**src/rtl/pcmp_pkg.sv**
```systemverilog
// Shared encodings for the predicate-writing compare unit.
// Assumes the relation, type and form codes listed in the brief.
package pcmp_pkg;

    typedef enum logic [3:0] {
        REL_EQ  = 4'd0, REL_NE  = 4'd1, REL_LT  = 4'd2, REL_LE  = 4'd3,
        REL_GT  = 4'd4, REL_GE  = 4'd5, REL_LTU = 4'd6, REL_LEU = 4'd7,
        REL_GTU = 4'd8, REL_GEU = 4'd9
    } rel_e;

    typedef enum logic [1:0] {
        CT_NORM = 2'd0, CT_UNC = 2'd1, CT_AND = 2'd2, CT_OR = 2'd3
    } ctype_e;

    typedef enum logic [1:0] {
        FM_REG = 2'd0, FM_IMM = 2'd1, FM_ZERO = 2'd2, FM_RSVD = 2'd3
    } form_e;

    // Relations that exist in hardware.
    typedef enum logic [1:0] {
        NAT_EQ = 2'd0, NAT_LT = 2'd1, NAT_LTU = 2'd2
    } nat_e;

    typedef struct packed {
        logic we;
        logic val;
    } pwr_t;

endpackage

```
**src/rtl/pcmp_opsel.sv**
```systemverilog
// Operand selection and relation mapping.
// Picks the first operand by form. It then maps each of the ten relations onto
// eq / lt / ltu, an optional operand exchange, and an optional outcome inversion.
// Assumes that in immediate form the le/gt family reads the field as
// "constant minus one", so no adder is needed.
module pcmp_opsel
    import pcmp_pkg::*;
#(
    parameter int CW   = 32,
    parameter int IMMW = 8
) (
    input  logic [1:0]    form,
    input  logic [3:0]    rel,
    input  logic [CW-1:0] reg_a,
    input  logic [CW-1:0] reg_b,
    input  logic [IMMW-1:0] imm,
    output logic [CW-1:0] x,
    output logic [CW-1:0] y,
    output nat_e          op,
    output logic          inv,
    output logic          enc_bad
);
    localparam int EXTW = CW - IMMW;

    logic [CW-1:0] first;
    logic          is_imm;

    // Select the first operand according to the form code.
    always_comb begin
        unique case (form)
            FM_REG:  first = reg_a;
            FM_IMM:  first = {{EXTW{imm[IMMW-1]}}, imm};
            default: first = '0;
        endcase
    end

    assign is_imm = (form == FM_IMM);

    // Map the requested relation onto a native one plus exchange/inversion.
    always_comb begin
        x       = first;
        y       = reg_b;
        op      = NAT_EQ;
        inv     = 1'b0;
        enc_bad = (form == FM_RSVD);
        case (rel)
            REL_EQ: ;
            REL_NE: inv = 1'b1;
            REL_LT: op = NAT_LT;
            REL_GE: begin op = NAT_LT; inv = 1'b1; end
            REL_LTU: op = NAT_LTU;
            REL_GEU: begin op = NAT_LTU; inv = 1'b1; end
            REL_LE, REL_LEU: begin
                op = (rel == REL_LE) ? NAT_LT : NAT_LTU;
                if (!is_imm) begin
                    x   = reg_b;
                    y   = first;
                    inv = 1'b1;
                end
            end
            REL_GT, REL_GTU: begin
                op = (rel == REL_GT) ? NAT_LT : NAT_LTU;
                if (is_imm) begin
                    inv = 1'b1;
                end else begin
                    x = reg_b;
                    y = first;
                end
            end
            default: enc_bad = 1'b1;
        endcase
    end
endmodule

```
**src/rtl/pcmp_core.sv**
```systemverilog
// Native comparator: equal, signed less-than, unsigned less-than on CW bits.
// Assumes the operands are already selected and ordered.
module pcmp_core
    import pcmp_pkg::*;
#(
    parameter int CW = 32
) (
    input  logic [CW-1:0] x,
    input  logic [CW-1:0] y,
    input  nat_e          op,
    output logic          res
);
    // Evaluate the selected native relation.
    always_comb begin
        unique case (op)
            NAT_LT:  res = ($signed(x) < $signed(y));
            NAT_LTU: res = (x < y);
            default: res = (x == y);
        endcase
    end
endmodule

```
**src/rtl/pcmp_wgen.sv**
```systemverilog
// Predicate write generation.
// Turns the outcome, qualifying predicate and compare type into two
// (enable, value) pairs. Suppresses both on a fault and drops writes to index 0.
module pcmp_wgen
    import pcmp_pkg::*;
#(
    parameter int PIDXW = 6
) (
    input  logic             qp,
    input  logic [1:0]       ctype,
    input  logic             res,
    input  logic             fault,
    input  logic [PIDXW-1:0] idx1,
    input  logic [PIDXW-1:0] idx2,
    output pwr_t             w1,
    output pwr_t             w2
);
    // Apply the compare-type write rules, then the index-zero rule.
    always_comb begin
        w1 = '0;
        w2 = '0;
        if (!fault) begin
            unique case (ctype)
                CT_NORM: if (qp) begin
                    w1 = '{we: 1'b1, val: res};
                    w2 = '{we: 1'b1, val: ~res};
                end
                CT_UNC: begin
                    w1 = '{we: 1'b1, val: qp & res};
                    w2 = '{we: 1'b1, val: qp & ~res};
                end
                CT_AND: if (qp && !res) begin
                    w1 = '{we: 1'b1, val: 1'b0};
                    w2 = '{we: 1'b1, val: 1'b0};
                end
                default: if (qp && res) begin
                    w1 = '{we: 1'b1, val: 1'b1};
                    w2 = '{we: 1'b1, val: 1'b1};
                end
            endcase
        end
        if (idx1 == '0) w1.we = 1'b0;
        if (idx2 == '0) w2.we = 1'b0;
    end
endmodule

```
**src/rtl/pcmp_unit.sv**
```systemverilog
// Predicate-writing 32-bit compare unit (top).
// Combines operand mapping, native compare and write generation. All outputs
// are registered, so latency is one cycle. Synchronous active-low reset.
// Assumes one compare is presented every cycle.
module pcmp_unit
    import pcmp_pkg::*;
#(
    parameter int XLEN  = 64,
    parameter int CW    = 32,
    parameter int IMMW  = 8,
    parameter int PIDXW = 6
) (
    input  logic             clk,
    input  logic             rst_n,
    input  logic             qp_i,
    input  logic [3:0]       rel_i,
    input  logic [1:0]       ctype_i,
    input  logic [1:0]       form_i,
    input  logic [XLEN-1:0]  src_a_i,
    input  logic [XLEN-1:0]  src_b_i,
    input  logic [IMMW-1:0]  imm_i,
    input  logic [PIDXW-1:0] dst1_idx_i,
    input  logic [PIDXW-1:0] dst2_idx_i,
    output logic             dst1_we_o,
    output logic             dst1_val_o,
    output logic [PIDXW-1:0] dst1_idx_o,
    output logic             dst2_we_o,
    output logic             dst2_val_o,
    output logic [PIDXW-1:0] dst2_idx_o,
    output logic             fault_o
);
    logic [CW-1:0] cx, cy;
    nat_e          nop;
    logic          ninv, enc_bad, nres, outcome;
    logic          zero_bad, same_dst, fault_c;
    pwr_t          w1, w2;
    logic          unused_hi;

    // Upper operand halves are not part of the compare.
    assign unused_hi = ^{src_a_i[XLEN-1:CW], src_b_i[XLEN-1:CW]};

    pcmp_opsel #(.CW(CW), .IMMW(IMMW)) u_opsel (
        .form    (form_i),
        .rel     (rel_i),
        .reg_a   (src_a_i[CW-1:0]),
        .reg_b   (src_b_i[CW-1:0]),
        .imm     (imm_i),
        .x       (cx),
        .y       (cy),
        .op      (nop),
        .inv     (ninv),
        .enc_bad (enc_bad)
    );

    pcmp_core #(.CW(CW)) u_core (
        .x   (cx),
        .y   (cy),
        .op  (nop),
        .res (nres)
    );

    assign outcome = nres ^ ninv;

    // Fault sources: illegal encodings, zero-form misuse, conflicting destinations.
    always_comb begin
        zero_bad = (form_i == FM_ZERO) &&
                   !(((ctype_i == CT_AND) || (ctype_i == CT_OR)) &&
                     ((rel_i == REL_LT) || (rel_i == REL_LE) ||
                      (rel_i == REL_GT) || (rel_i == REL_GE)));
        same_dst = (dst1_idx_i == dst2_idx_i) && (qp_i || (ctype_i == CT_UNC));
        fault_c  = enc_bad || zero_bad || same_dst;
    end

    pcmp_wgen #(.PIDXW(PIDXW)) u_wgen (
        .qp    (qp_i),
        .ctype (ctype_i),
        .res   (outcome),
        .fault (fault_c),
        .idx1  (dst1_idx_i),
        .idx2  (dst2_idx_i),
        .w1    (w1),
        .w2    (w2)
    );

    // Register the write requests, indices and fault flag.
    always_ff @(posedge clk) begin
        if (!rst_n) begin
            dst1_we_o  <= 1'b0;
            dst1_val_o <= 1'b0;
            dst1_idx_o <= '0;
            dst2_we_o  <= 1'b0;
            dst2_val_o <= 1'b0;
            dst2_idx_o <= '0;
            fault_o    <= 1'b0;
        end else begin
            dst1_we_o  <= w1.we;
            dst1_val_o <= w1.val;
            dst1_idx_o <= dst1_idx_i;
            dst2_we_o  <= w2.we;
            dst2_val_o <= w2.val;
            dst2_idx_o <= dst2_idx_i;
            fault_o    <= fault_c;
        end
    end
endmodule

```
**config.mk**
```make
export PLATFORM = sky130hd
export DESIGN_NAME = pcmp_unit
export DESIGN_NICKNAME = d
export VERILOG_FILES = /design/src/rtl/pcmp_pkg.sv /design/src/rtl/pcmp_opsel.sv /design/src/rtl/pcmp_core.sv /design/src/rtl/pcmp_wgen.sv /design/src/rtl/pcmp_unit.sv
export SDC_FILE = /design/constraint.sdc
export NUM_CORES = 1
export LEC_CHECK = 0
export BUFFER_PORTS_ARGS = -buffer_cell sky130_fd_sc_hd__buf_4
export CORE_MARGIN = 2
export CORE_UTILIZATION = 30
export DETAILED_ROUTE_END_ITERATION = 8
export PLACE_DENSITY = 0.74
export SYNTH_ARGS = -nofsm -noshare
export SYNTH_HDL_FRONTEND = slang
export SYNTH_SLANG_ARGS = --single-unit
```
**constraint.sdc**
```tcl
create_clock -name clk -period 5.8 [get_ports clk]
set_input_delay 1.16 -clock clk [delete_from_list [all_inputs] [get_ports clk]]
set_output_delay 1.16 -clock clk [all_outputs]
set_load 0.05 [all_outputs]
```
Yosys cells after proc, flatten, opt, wreduce, memory -nomap -nowiden
Cells that the tools add are included. Widths: inputs -> output; s select.

Order comparisons: 2. Equal/unequal tests: 19. Multiplexer cells: 19. Bitwise gates (word level): 5. Reductions and logical operators: 29.

Operator list (count): $mux 32 (4); $lt 32x32->1 (2); $pmux 32 s2 (1); $eq 32x32->1 (1); $eq 4x3->1 const B (4); $logic_not 6->1 (2); $mux 2 (6); $pmux 2 s3 (2); $eq 2x2->1 const B (5); $reduce_or 10->1 (1); $reduce_or 2->1 (5); $reduce_or 3->1 (3); $eq 4x2->1 const B (2); $eq 4x4->1 const B (2); $pmux 2 s4 (1); $logic_or 1x1->1 (7); $eq 2x1->1 const B (3); $eq 6x6->1 (1); $logic_and 1x1->1 (5); $eq 4x1->1 const B (1); $logic_not 2->1 (2); $logic_not 4->1 (1); $reduce_or 4->1 (1); $mux 1 (3); 6 further kinds (9).

Register bits: 17. Output and inout bits: 17.

Longest topological paths before layout
Depth in word-level cells: 11. Gate-level depth with buffers: 18.

Cells and area by module
Synthesis repeated with hierarchy kept, for this count alone.

Cell total of the unflattened synthesis: 446. Area total of the unflattened synthesis: 3024.2 µm².

Modules (own cells, without submodules): pcmp_opsel (times used 1, cells each 256, area an instance 1477.7 µm², sequential area each 0.0 µm²); pcmp_core (times used 1, cells each 122, area an instance 863.3 µm², sequential area each 0.0 µm²); pcmp_unit (times used 1, cells each 52, area an instance 584.3 µm², sequential area each 340.3 µm²); pcmp_wgen (times used 1, cells each 16, area an instance 98.8 µm², sequential area each 0.0 µm²).

Worst setup path after synthesis
No wires, ideal clock.

Kind: input to register. Start: input port rel_i[1]. End: register dst2_val_o. Library setup time: 0.121 ns. Data arrival time: 4.489 ns. Slack: 1.189 ns. Stages on the path: 17. Path through: clkbuf_1 nand2_1 o2bb2ai_1 inv_1 nor3_1 clkbuf_1 a22oi_1 ha_1 nand4_2 nor4_2 a21boi_2 o41a_1 nor4b_1 a41oi_1 nand2_2 xnor2_2 mux2_4.

Word-level cells in the longest chain between the ends: 10. Elaborated cells on any way between the ends: 46. Those cells by class: order compare: 2; eq/ne: 12; mux: 11; bitwise: 3; reduce/logical: 18.

RTL lines: from (decl) (line pcmp_unit.sv:16) `input logic [3:0] rel_i,`; parallel branches: the longest is 10 deep, another holds $lt 32x32->1; to (signal assigned) (line pcmp_unit.sv:100) `dst2_val_o <= w2.val;`; to (decl) (line pcmp_unit.sv:28) `output logic dst2_val_o,`.

Parallel ways; which one is timed is not known. A chain may end at the register's enable or synchronous reset.

Worst setup path after layout
Start: input port rel_i[2]. End: register dst2_val_o.

The elaborated chain is that of the path after synthesis.

==> results.py <==
metrics = {
    "timing": {
        "slew_violations": 0,
        "timing.fmax_mhz": 202,
        "post-route-min-period_ns": 4.95,
        "tightest_slew_ns": 0.993,
        "min_period_over_period_pct": 85.3,
        "worst_slack_ns": 0.854,
        "fin_setup_tns_ns": 0,
        "setup_viol": 0,
        "final_hold_viol_count": 0,
        "rsz0062_at_grt": "no",
        "slew_headroom_pct": 33.8,
    },
    "detailed_routing": {
        "dr_total_vias": 2864,
        "ant_nets": 0,
        "drt_first_pass_iters": 4,
        "routed_wl_um": 7530,
        "drc": 0,
        "drt-wirelength-per-cell_um": 14.2,
        "viasPerCell": 5.40,
        "drt_iter0_markers": 97,
    },
    "synth": {
        "ys_types": 45,
        "synth_edf_count": 0,
        "syn_area_um2": 2350,
        "yosysSeqAreaShare_pct": 14.5,
        "syn_nets": 523,
        "syn_inst": 330,
        "ys_ff_latch": 17,
        "syn_avg_cell_area_um2": 7.13,
        "ys_dominant_reg_cell": "dfxtp_1",
        "synth_async_sr_flop_share_pct": 0,
        "yosysWarningCount": 0,
    },
    "hold_path": {
        "holdPathEnd": "dst1_idx_o[0]$_SDFF_PN0_",
        "holdCritStartpoint": "dst1_idx_i[0]",
        "min_path_type": "in -> reg",
        "hold_depth": 2,
    },
    "floorplan": {
        "ios": 176,
        "dieArea_um2": 8570,
        "die_w_um": 92.6,
        "coreArea_um2": 7650,
        "die_h_um": 92.6,
        "num_rows": 32,
        "initial_utilization_pct": 30.8,
    },
    "clock_tree": {
        "cts_tree": "yes",
        "postCtsSetupRepairBufs": 0,
        "clockBufferDepth": 2,
        "cts_hold_buf": 0,
        "clkSlewWorstSetupHoldPaths_ns": 0.06,
        "cts_sinks": 17,
        "htreeDepth": 1,
        "root_buffer": "clkbuf_8",
        "numCtsBuffers": 3,
        "cts_resized": 0,
    },
    "place": {
        "place_ws_ns": 0.524,
        "dp.cells": 526,
        "gp_congestion": 0.827,
        "dp_hpwl_um": 5830,
        "port_buffers": 111,
    },
    "layout": {
        "instances_no_fill": 530,
        "nNetsFinal": 622,
        "diodes": 0,
        "area_growth_syn_to_layout_pct": 41.4,
        "fill_cells": 783,
        "drive_above_1_share_pct": 31.3,
    },
    "worst_setup_path": {
        "cp-start-kind": "input pin",
        "crit_type": "in -> reg",
        "arrival_ns": 5.09,
        "crit_path_max_fanout": 14,
        "cp-end-kind": "flop",
        "cp.required_ns": 5.94,
        "crit_path_start": "rel_i[2]",
    },
    "global_routing": {
        "antenna_found_initial": 0,
        "globalRouteTotalUtil_pct": 17.6,
        "grt_max_degree": 38,
        "grt_pass1_vias": 2813,
        "grt_pass1_wl_um": 12700,
        "overflow": 0,
    },
    "run_status": {
        "status": "finished, final reports clean",
    },
    "pwr": {
        "p_leak_nw": 1.52,
        "peakVddDrop_mv": 0.0565,
        "cellPowerDensity_nw_per_um2": 143,
    },
    "job": {
        "maxCapViolCount": 0,
    },
}
[flip-flops by register name, indices dropped and copies added, names as in the netlist]
| register | cells |
|---|---|
| dst1_idx_o | 6 |
| dst2_idx_o | 6 |
| dst1_val_o | 1 |
| dst1_we_o | 1 |
| dst2_val_o | 1 |
| dst2_we_o | 1 |
| fault_o | 1 |
[stage by stage]
stage | area (um^2) | power [W] | hold WS [ns] | utilization (%)
global route | 3330 | 0.000520 | 1.14 | 43.5
floorplan | 2350 | 0.000291 | 1.28 | -
finish | 3330 | 0.000477 | 1.14 | 43.5
detailed placement | 3280 | 0.000395 | 1.40 | 42.9
global placement | 3280 | 0.000388 | 1.39 | 42.9
CTS | 3330 | 0.000480 | 1.14 | 43.5
[synth_stat cells, drive strengths merged (2+ instances only)]
cell type / count / area (um^2)
nor2b: 2 / 12.5
ha: 34 / 425
nor4: 3 / 25.0
xor2: 4 / 35.0
nor2: 13 / 48.8
nand2b: 4 / 25.0
nand3: 5 / 25.0
a22oi: 37 / 278
xnor2: 4 / 42.6
buf: 2 / 7.51
or3: 2 / 12.5
a22o: 4 / 37.5
clkbuf: 20 / 75.1
a21o: 3 / 22.5
nand2: 42 / 160
or4: 2 / 15.0
o21ai: 38 / 190
and2: 14 / 87.6
dfxtp: 17 / 340
inv: 8 / 30.0
nand4: 8 / 62.6
a221oi: 2 / 17.5
a21oi: 42 / 214
nor3: 6 / 30.0
[final cells by class]
class / instances / area, um^2 / area share [%]
well taps: 102 / 128 / 3.84
flip-flops and latches: 17 / 340 / 10.2
clock buffers: 4 / 45.0 / 1.35
multi-input cells: 283 / 1910 / 57.5
repair buffers: 116 / 871 / 26.2
inverters: 8 / 30.0 / 0.903
[routing by layer]
layer  routed length (um)  vias to the layer above  global-route usage, %
met1                 3300                     1312                   22.3
met2                 3620                      106                   30.7
li1                     -                     1434                      -
met3                  502                       12                   2.44
met4                  106                        0                   5.85
met5                    0                        -                      0
[layout by cell type (no fill, tap or decap), drive strengths merged, types with 2 or more instances in the layout]
cell type and n:
xnor2 4, xor2 4, buf 116, o21ai 38, ha 34, dfxtp 17, a21o 3, nand2 42
nand3 5, a21oi 42, nor2b 2, nand4 8, a22oi 37, nand2b 4, or4 2, or3 2
nor3 6, clkbuf 4, a22o 4, a221oi 2, inv 8, nor4 3, and2 14, nor2 13
[report_power, final]
part	total, W	internal (W)	switching, W
logic	0.000268	0.000124	0.000144
clock network	0.0000846	0.0000487	0.0000359
registers	0.000125	0.000123	0.00000171
total	0.000477	0.000295	0.000182
[worst max-delay path by stage]
stage                     cells past startpoint                     to
after floorplan                              17  dst2_val_o$_SDFF_PP0_
after global placement                       18  dst2_val_o$_SDFF_PP0_
after detailed placement                     18  dst2_val_o$_SDFF_PP0_
after CTS                                    18  dst2_val_o$_SDFF_PP0_
after global routing                         18   dst1_we_o$_SDFF_PP0_
final                                        18  dst2_val_o$_SDFF_PP0_
[logic make-up (layout without fill, tap and decap cells)]
logic type	Yosys count	count (layout)	share of synthesized area [%]
buffers and inverters	30	128	4.79
AO/OA/AOI/OAI	134	134	35.5
flip-flops	17	17	14.5
XOR/XNOR	8	8	3.30
AND/OR/NAND/NOR	106	106	23.2
adder cells (fa/ha/maj)	34	34	18.1
multiplexers	1	1	0.638
[worst max-delay path, cell delays in order]
cell	delay (ns)
buf_4	0.14
nand2b_1	0.15
a21oi_1	0.20
o2bb2ai_1	0.21
inv_1	0.14
nor2_2	0.46
buf_4	0.30
nand2_1	0.06
o21ai_0	0.08
ha_1	0.22
nand4_1	0.15
nor4_1	0.43
o41a_1	0.28
nor4b_1	0.07
a41oi_1	0.36
nand2_2	0.13
xnor2_2	0.21
mux2_4	0.31
Note: power is estimated with default switching activity, not from simulation.
